$ cat src/rtl/oob_txd_pkg.sv
package oob_txd_pkg;

   typedef enum logic [1:0] {
      PICK_NONE   = 2'd0,
      PICK_RING   = 2'd1,
      PICK_SLOT   = 2'd2,
      PICK_REFUSE = 2'd3
   } pick_e;

   function automatic pick_e decide(input logic at_boundary,
                                    input logic slot_good,
                                    input logic slot_bad,
                                    input logic ring_ready);
      if (!at_boundary)    return PICK_NONE;
      else if (slot_good)  return PICK_SLOT;
      else if (slot_bad)   return PICK_REFUSE;
      else if (ring_ready) return PICK_RING;
      else                 return PICK_NONE;
   endfunction

endpackage

$ cat src/rtl/oob_slot_gate.sv
module oob_slot_gate (
   input  logic clk,
   input  logic rst_n,
   input  logic rdy,
   input  logic last,
   input  logic take,
   output logic good,
   output logic bad
);
   logic spent_q;

   always_ff @(posedge clk) begin
      if (!rst_n)     spent_q <= 1'b0;
      else if (take)  spent_q <= 1'b1;
      else if (!rdy)  spent_q <= 1'b0;
   end

   assign good = rdy & ~spent_q & last;
   assign bad  = rdy & ~spent_q & ~last;

   // once taken, the slot stays ineligible while ready remains high
   a_r6_no_repeat: assert property (@(posedge clk) disable iff (!rst_n)
      (take && rdy) |=> !(good || bad));

endmodule

$ cat src/rtl/oob_ring_index.sv
module oob_ring_index #(
   parameter int DEPTH = 8,
   localparam int IW   = $clog2(DEPTH)
) (
   input  logic          clk,
   input  logic          rst_n,
   input  logic          adv,
   output logic [IW-1:0] idx
);
   localparam logic [IW-1:0] LAST_IDX = IW'(DEPTH - 1);

   initial begin
      if (DEPTH < 2) $error("ring depth must be at least 2");
   end

   logic [IW-1:0] idx_q;

   generate
      if ((1 << IW) == DEPTH) begin : g_pow2
         always_ff @(posedge clk) begin
            if (!rst_n)   idx_q <= '0;
            else if (adv) idx_q <= idx_q + 1'b1;
         end
      end else begin : g_wrap
         always_ff @(posedge clk) begin
            if (!rst_n)   idx_q <= '0;
            else if (adv) idx_q <= (idx_q == LAST_IDX) ? '0 : idx_q + 1'b1;
         end
      end
   endgenerate

   assign idx = idx_q;

   a_r5_ring_step: assert property (@(posedge clk) disable iff (!rst_n)
      adv |=> (idx == (($past(idx) == LAST_IDX) ? '0 : $past(idx) + 1'b1)));

   a_r5_ring_hold: assert property (@(posedge clk) disable iff (!rst_n)
      !adv |=> $stable(idx));

endmodule

$ cat src/rtl/oob_txd_arbiter.sv
module oob_txd_arbiter #(
   parameter int CTL_W      = 16,
   parameter int LEN_W      = 16,
   parameter int PTR_W      = 32,
   parameter int RING_DEPTH = 8,
   parameter int RDY_BIT    = 15,
   parameter int INT_BIT    = 12,
   parameter int LAST_BIT   = 11,
   localparam int IDX_W     = $clog2(RING_DEPTH)
) (
   input  logic             clk,
   input  logic             rst_n,
   input  logic [CTL_W-1:0] slot_ctl,
   input  logic [LEN_W-1:0] slot_len,
   input  logic [PTR_W-1:0] slot_ptr,
   input  logic [CTL_W-1:0] ring_ctl,
   input  logic [LEN_W-1:0] ring_len,
   input  logic [PTR_W-1:0] ring_ptr,
   input  logic             tx_done,
   output logic [IDX_W-1:0] ring_idx,
   output logic             tx_start,
   output logic             sel_is_slot,
   output logic [CTL_W-1:0] sel_ctl,
   output logic [LEN_W-1:0] sel_len,
   output logic [PTR_W-1:0] sel_ptr,
   output logic             txc_event,
   output logic             slot_clr,
   output logic             oob_err
);
   import oob_txd_pkg::*;

   initial begin
      if (RDY_BIT >= CTL_W || INT_BIT >= CTL_W || LAST_BIT >= CTL_W)
         $error("control bit position outside control word");
      if (RDY_BIT == INT_BIT || RDY_BIT == LAST_BIT || INT_BIT == LAST_BIT)
         $error("control bit positions must differ");
   end

   logic  busy_q, cur_slot_q, cur_int_q;
   logic  at_boundary, slot_good, slot_bad, finish;
   pick_e pick;

   assign at_boundary = ~busy_q | tx_done;
   assign finish      = busy_q & tx_done;
   assign pick        = decide(at_boundary, slot_good, slot_bad, ring_ctl[RDY_BIT]);

   oob_slot_gate u_gate (
      .clk  (clk),
      .rst_n(rst_n),
      .rdy  (slot_ctl[RDY_BIT]),
      .last (slot_ctl[LAST_BIT]),
      .take (pick == PICK_SLOT || pick == PICK_REFUSE),
      .good (slot_good),
      .bad  (slot_bad)
   );

   oob_ring_index #(.DEPTH(RING_DEPTH)) u_index (
      .clk  (clk),
      .rst_n(rst_n),
      .adv  (pick == PICK_RING),
      .idx  (ring_idx)
   );

   always_ff @(posedge clk) begin
      if (!rst_n) begin
         busy_q      <= 1'b0;
         cur_slot_q  <= 1'b0;
         cur_int_q   <= 1'b0;
         tx_start    <= 1'b0;
         sel_is_slot <= 1'b0;
         sel_ctl     <= '0;
         sel_len     <= '0;
         sel_ptr     <= '0;
         txc_event   <= 1'b0;
         slot_clr    <= 1'b0;
         oob_err     <= 1'b0;
      end else begin
         tx_start  <= 1'b0;
         oob_err   <= (pick == PICK_REFUSE);
         txc_event <= finish & cur_int_q;
         slot_clr  <= (finish & cur_slot_q) | (pick == PICK_REFUSE);
         if (finish) busy_q <= 1'b0;
         if (pick == PICK_SLOT) begin
            busy_q      <= 1'b1;
            tx_start    <= 1'b1;
            sel_is_slot <= 1'b1;
            cur_slot_q  <= 1'b1;
            cur_int_q   <= slot_ctl[INT_BIT];
            sel_ctl     <= slot_ctl;
            sel_len     <= slot_len;
            sel_ptr     <= slot_ptr;
         end else if (pick == PICK_RING) begin
            busy_q      <= 1'b1;
            tx_start    <= 1'b1;
            sel_is_slot <= 1'b0;
            cur_slot_q  <= 1'b0;
            cur_int_q   <= ring_ctl[INT_BIT];
            sel_ctl     <= ring_ctl;
            sel_len     <= ring_len;
            sel_ptr     <= ring_ptr;
         end
      end
   end

   a_r2_no_preempt: assert property (@(posedge clk) disable iff (!rst_n)
      (busy_q && !tx_done) |=> !tx_start);

   a_r3_slot_first: assert property (@(posedge clk) disable iff (!rst_n)
      (at_boundary && slot_good && ring_ctl[RDY_BIT]) |=> (tx_start && sel_is_slot));

   a_r7_refuse_no_start: assert property (@(posedge clk) disable iff (!rst_n)
      oob_err |-> (!tx_start && slot_clr));

   a_r8_txc_after_done: assert property (@(posedge clk) disable iff (!rst_n)
      txc_event |-> $past(tx_done));

   a_r9_nothing_ready: assert property (@(posedge clk) disable iff (!rst_n)
      (!slot_ctl[RDY_BIT] && !ring_ctl[RDY_BIT]) |=> !tx_start);

endmodule

$ cat config.mk
export PLATFORM = sky130hd
export DESIGN_NAME = oob_txd_arbiter
export DESIGN_NICKNAME = d
export VERILOG_FILES = /design/src/rtl/oob_txd_pkg.sv /design/src/rtl/oob_slot_gate.sv /design/src/rtl/oob_ring_index.sv /design/src/rtl/oob_txd_arbiter.sv
export SDC_FILE = /design/constraint.sdc
export NUM_CORES = 1
export LEC_CHECK = 0
export BUFFER_PORTS_ARGS = -buffer_cell sky130_fd_sc_hd__buf_2
export CORE_MARGIN = 5
export CORE_UTILIZATION = 46
export DETAILED_ROUTE_END_ITERATION = 10
export GPL_TIMING_DRIVEN = 0
export PLACE_DENSITY = 0.85
export SLEW_MARGIN = 5
export SYNTH_ARGS = -nofsm -noshare
export SYNTH_HDL_FRONTEND = slang
export SYNTH_SLANG_ARGS = --single-unit
$ cat constraint.sdc
create_clock -name clk -period 4.15 [get_ports clk]
set_clock_uncertainty 0.1 [all_clocks]
set_input_delay 0.83 -clock clk [delete_from_list [all_inputs] [get_ports clk]]
set_output_delay 0.83 -clock clk [all_outputs]
set_load 0.01 [all_outputs]
==> flow_summary.yaml <==
status:
  status: "completed"
synthesis:
  ys_ff_latch: 74
  synth_compound_area_frac: 0.2165
  post_synth.cell_area_avg_um2: 9.630
  synth_seq_area_share: 0.4661
  synthTopCellsByArea: "dfxtp_1 47%, mux2i_1 20%, a21oi_1 10%, o21ai_1 8.8%, buf_6 3.5%"
  synthSimpleGateAreaFrac: 0.02874
  synth_ff_type: "dfxtp_1"
  synth_area_um2: 3178
  synth_edf_count: 0
  synth-xor-area-share: 0.005512
  yosys.area.top_type: "dfxtp_1"
  synth_commonest_cells: "74 x dfxtp_1, 65 x a21oi_1, 65 x mux2i_1"
  synthAdderAreaFrac: 0.01181
  yosysMostFrequentCell: "dfxtp_1"
  synth_cell_types: 26
  async_reset_ff_frac: 0
  yosys_warnings: 0
  syn_inst: 330
  synthMuxAreaShare: 0.2047
  syn_nets: 464
  synth_top_area_share: 0.4661
  synth_top_family_by_area: "compound AO/OA/AOI/OAI gates"
sta:
  worst_pin_slew_ns: 0.5391
  finalHoldViolCount: 0
  setup_viol: 0
  slew_viol_final: 0
  fmax_ghz: 0.4066
  fin_setup_tns_ns: 0
  fin_crit_ns: 2.459
  fin_crit_sh: 0.5926
  fin_ws_ns: 1.691
  grt_setup_unrepaired: "no"
  relSlewSlack: 0.6406
route:
  avgRoutedWirePerCell_um: 15.95
  remaining_drc_errors: 0
  wl_mm: 10.02
  drt-pass1-iter-count: 4
  drtAntennaViolNets: 0
  drtIter0Drc: 98
  dr_total_vias: 3240
  via_per_inst: 5.159
worst_setup_path:
  crit_arrival_ns: 2.55
  cp-end-kind: "flop"
  startpoint_type: "input pin"
  path_class: "input pin to flop"
  worstPathRequired_ns: 4.24
  path_max_fanout: 10
finish:
  syn2layout_area_growth_pct: 41.30
  final.fill_count: 567
  fin_nets: 677
  drive_gt1_frac: 0.4325
  antenna_cells: 0
run:
  maxCapViolCount: 0
cts:
  root_buffer: "clkbuf_8"
  clk_latency_ns: 0.34
  postCtsSetupBuffers: 0
  cts_tree: "done"
  ctsHoldBuffers: 0
  clk_pin_slew_ns: 0.08
  numCtsBuffers: 9
  clockBufferDepth: 2
  cts_resized: 0
  cts_max_level: 3
  cts_num_sinks: 74
grt:
  gr-usage-met3: 0.06356
  grt_pass1_wl_mm: 15.48
  use_met2: 0.3887
  grt_util_met1: 0.2623
  grtUsageTotal: 0.2243
  first_global_vias: 3284
  grt_start_max_net_pins: 12
  antenna_found_initial: 0
  grt_overflow: 0
  grt-busiest-layer: "met2"
min_path:
  hp-class: "flop to flop"
die:
  start_util: 0.4704
  fp.dieW_um: 93.12
  rows: 30
  core_region_area_um2: 6756
  fp.dieH_um: 93.12
  die-area_um2: 8671
  ios: 203
placed_design:
  place_ws_ns: 1.334
  io_buffers: 202
  gp_congestion: 0.8139
  hpwl_mm: 7.901
power:
  p_leak_nw: 2.202
  peakVddDrop_uv: 327.2
  p_per_area_nw_per_um2: 506.2
[where the power goes]
part	switching, mW	internal (mW)	leakage, nW
Sequential	0.0792	0.862	0.614
Clock	0.247	0.299	0.106
Combinational	0.444	0.343	1.48
Total	0.770	1.50	2.20
[stage by stage]
step                      instance area [um^2]    util  instances  hold WS [ns]  power (mW)
final                                     4491  0.6646        628        0.4019       2.273
after global placement                    4289  0.6348        612        0.3780       1.715
after detailed placement                  4289  0.6348        612        0.3933       1.744
after global routing                      4491  0.6646        628        0.4243       2.416
after floorplan                           3178       -        330        0.3790       1.417
after CTS                                 4491  0.6646        628        0.4039       2.289
[state kept, by name, summed over array words and instances, names as in the netlist]
signal          count
sel_ptr            32
sel_ctl            16
sel_len            16
u_index.idx         3
busy_q              1
cur_slot_q          1
oob_err             1
slot_clr            1
tx_start            1
txc_event           1
u_gate.spent_q      1
[final cells by class]
type	count	area (um^2)	area share
clock inverter	1	5.005	0.001115
clock buffer	15	196.4	0.04374
buffer	29	200.2	0.04458
timing repair buffer	202	1011	0.2251
sequential	74	1481	0.3299
multi-input combinational	224	1485	0.3307
tap	80	100.1	0.02229
inverter	3	11.26	0.002508
[cell usage in the layout (no fill, tap or decap), types with 6 or more instances in the layout]
cell	netlist	layout
nor2_1	6	6
dfxtp_1	74	74
clkbuf_8	0	14
clkbuf_1	10	11
buf_2	7	209
o21ai_1	56	56
mux2i_1	65	65
a21oi_1	65	65
o21ai_0	11	11
buf_6	10	10
[worst max-delay path, cell delays in order]
cell      delay, ns
buf_2          0.12
nand2b_1       0.18
nand2_1        0.18
inv_1          0.07
ha_1           0.35
inv_2          0.10
buf_6          0.14
clkbuf_1       0.44
a21oi_1        0.14
[cell families after synthesis]
logic type / Yosys count
buf+inv: 32
flops: 74
mux: 65
simple gates: 18
compound gates: 136
xor+xnor: 2
fa+ha+maj: 3
[metal layers]
layer / vias up / wire, um
met5: - / 0
met4: 0 / 208
met3: 21 / 826
met2: 142 / 4947
met1: 1465 / 4034
li1: 1612 / -
[path summary, 6_finish.rpt]
check | startpoint | endpoint | slack [ns] | cells after the start
hold reg to reg | sel_ptr[22] | sel_ptr[22] | 0.40 | 2
hold / removal | sel_ptr[22] | sel_ptr[22] | 0.40 | 2
setup / recovery | tx_done | sel_ctl[5] | 1.69 | 9
setup reg to reg | busy_q | sel_ctl[5] | 2.00 | 8
(Power assumes the default switching activity.)
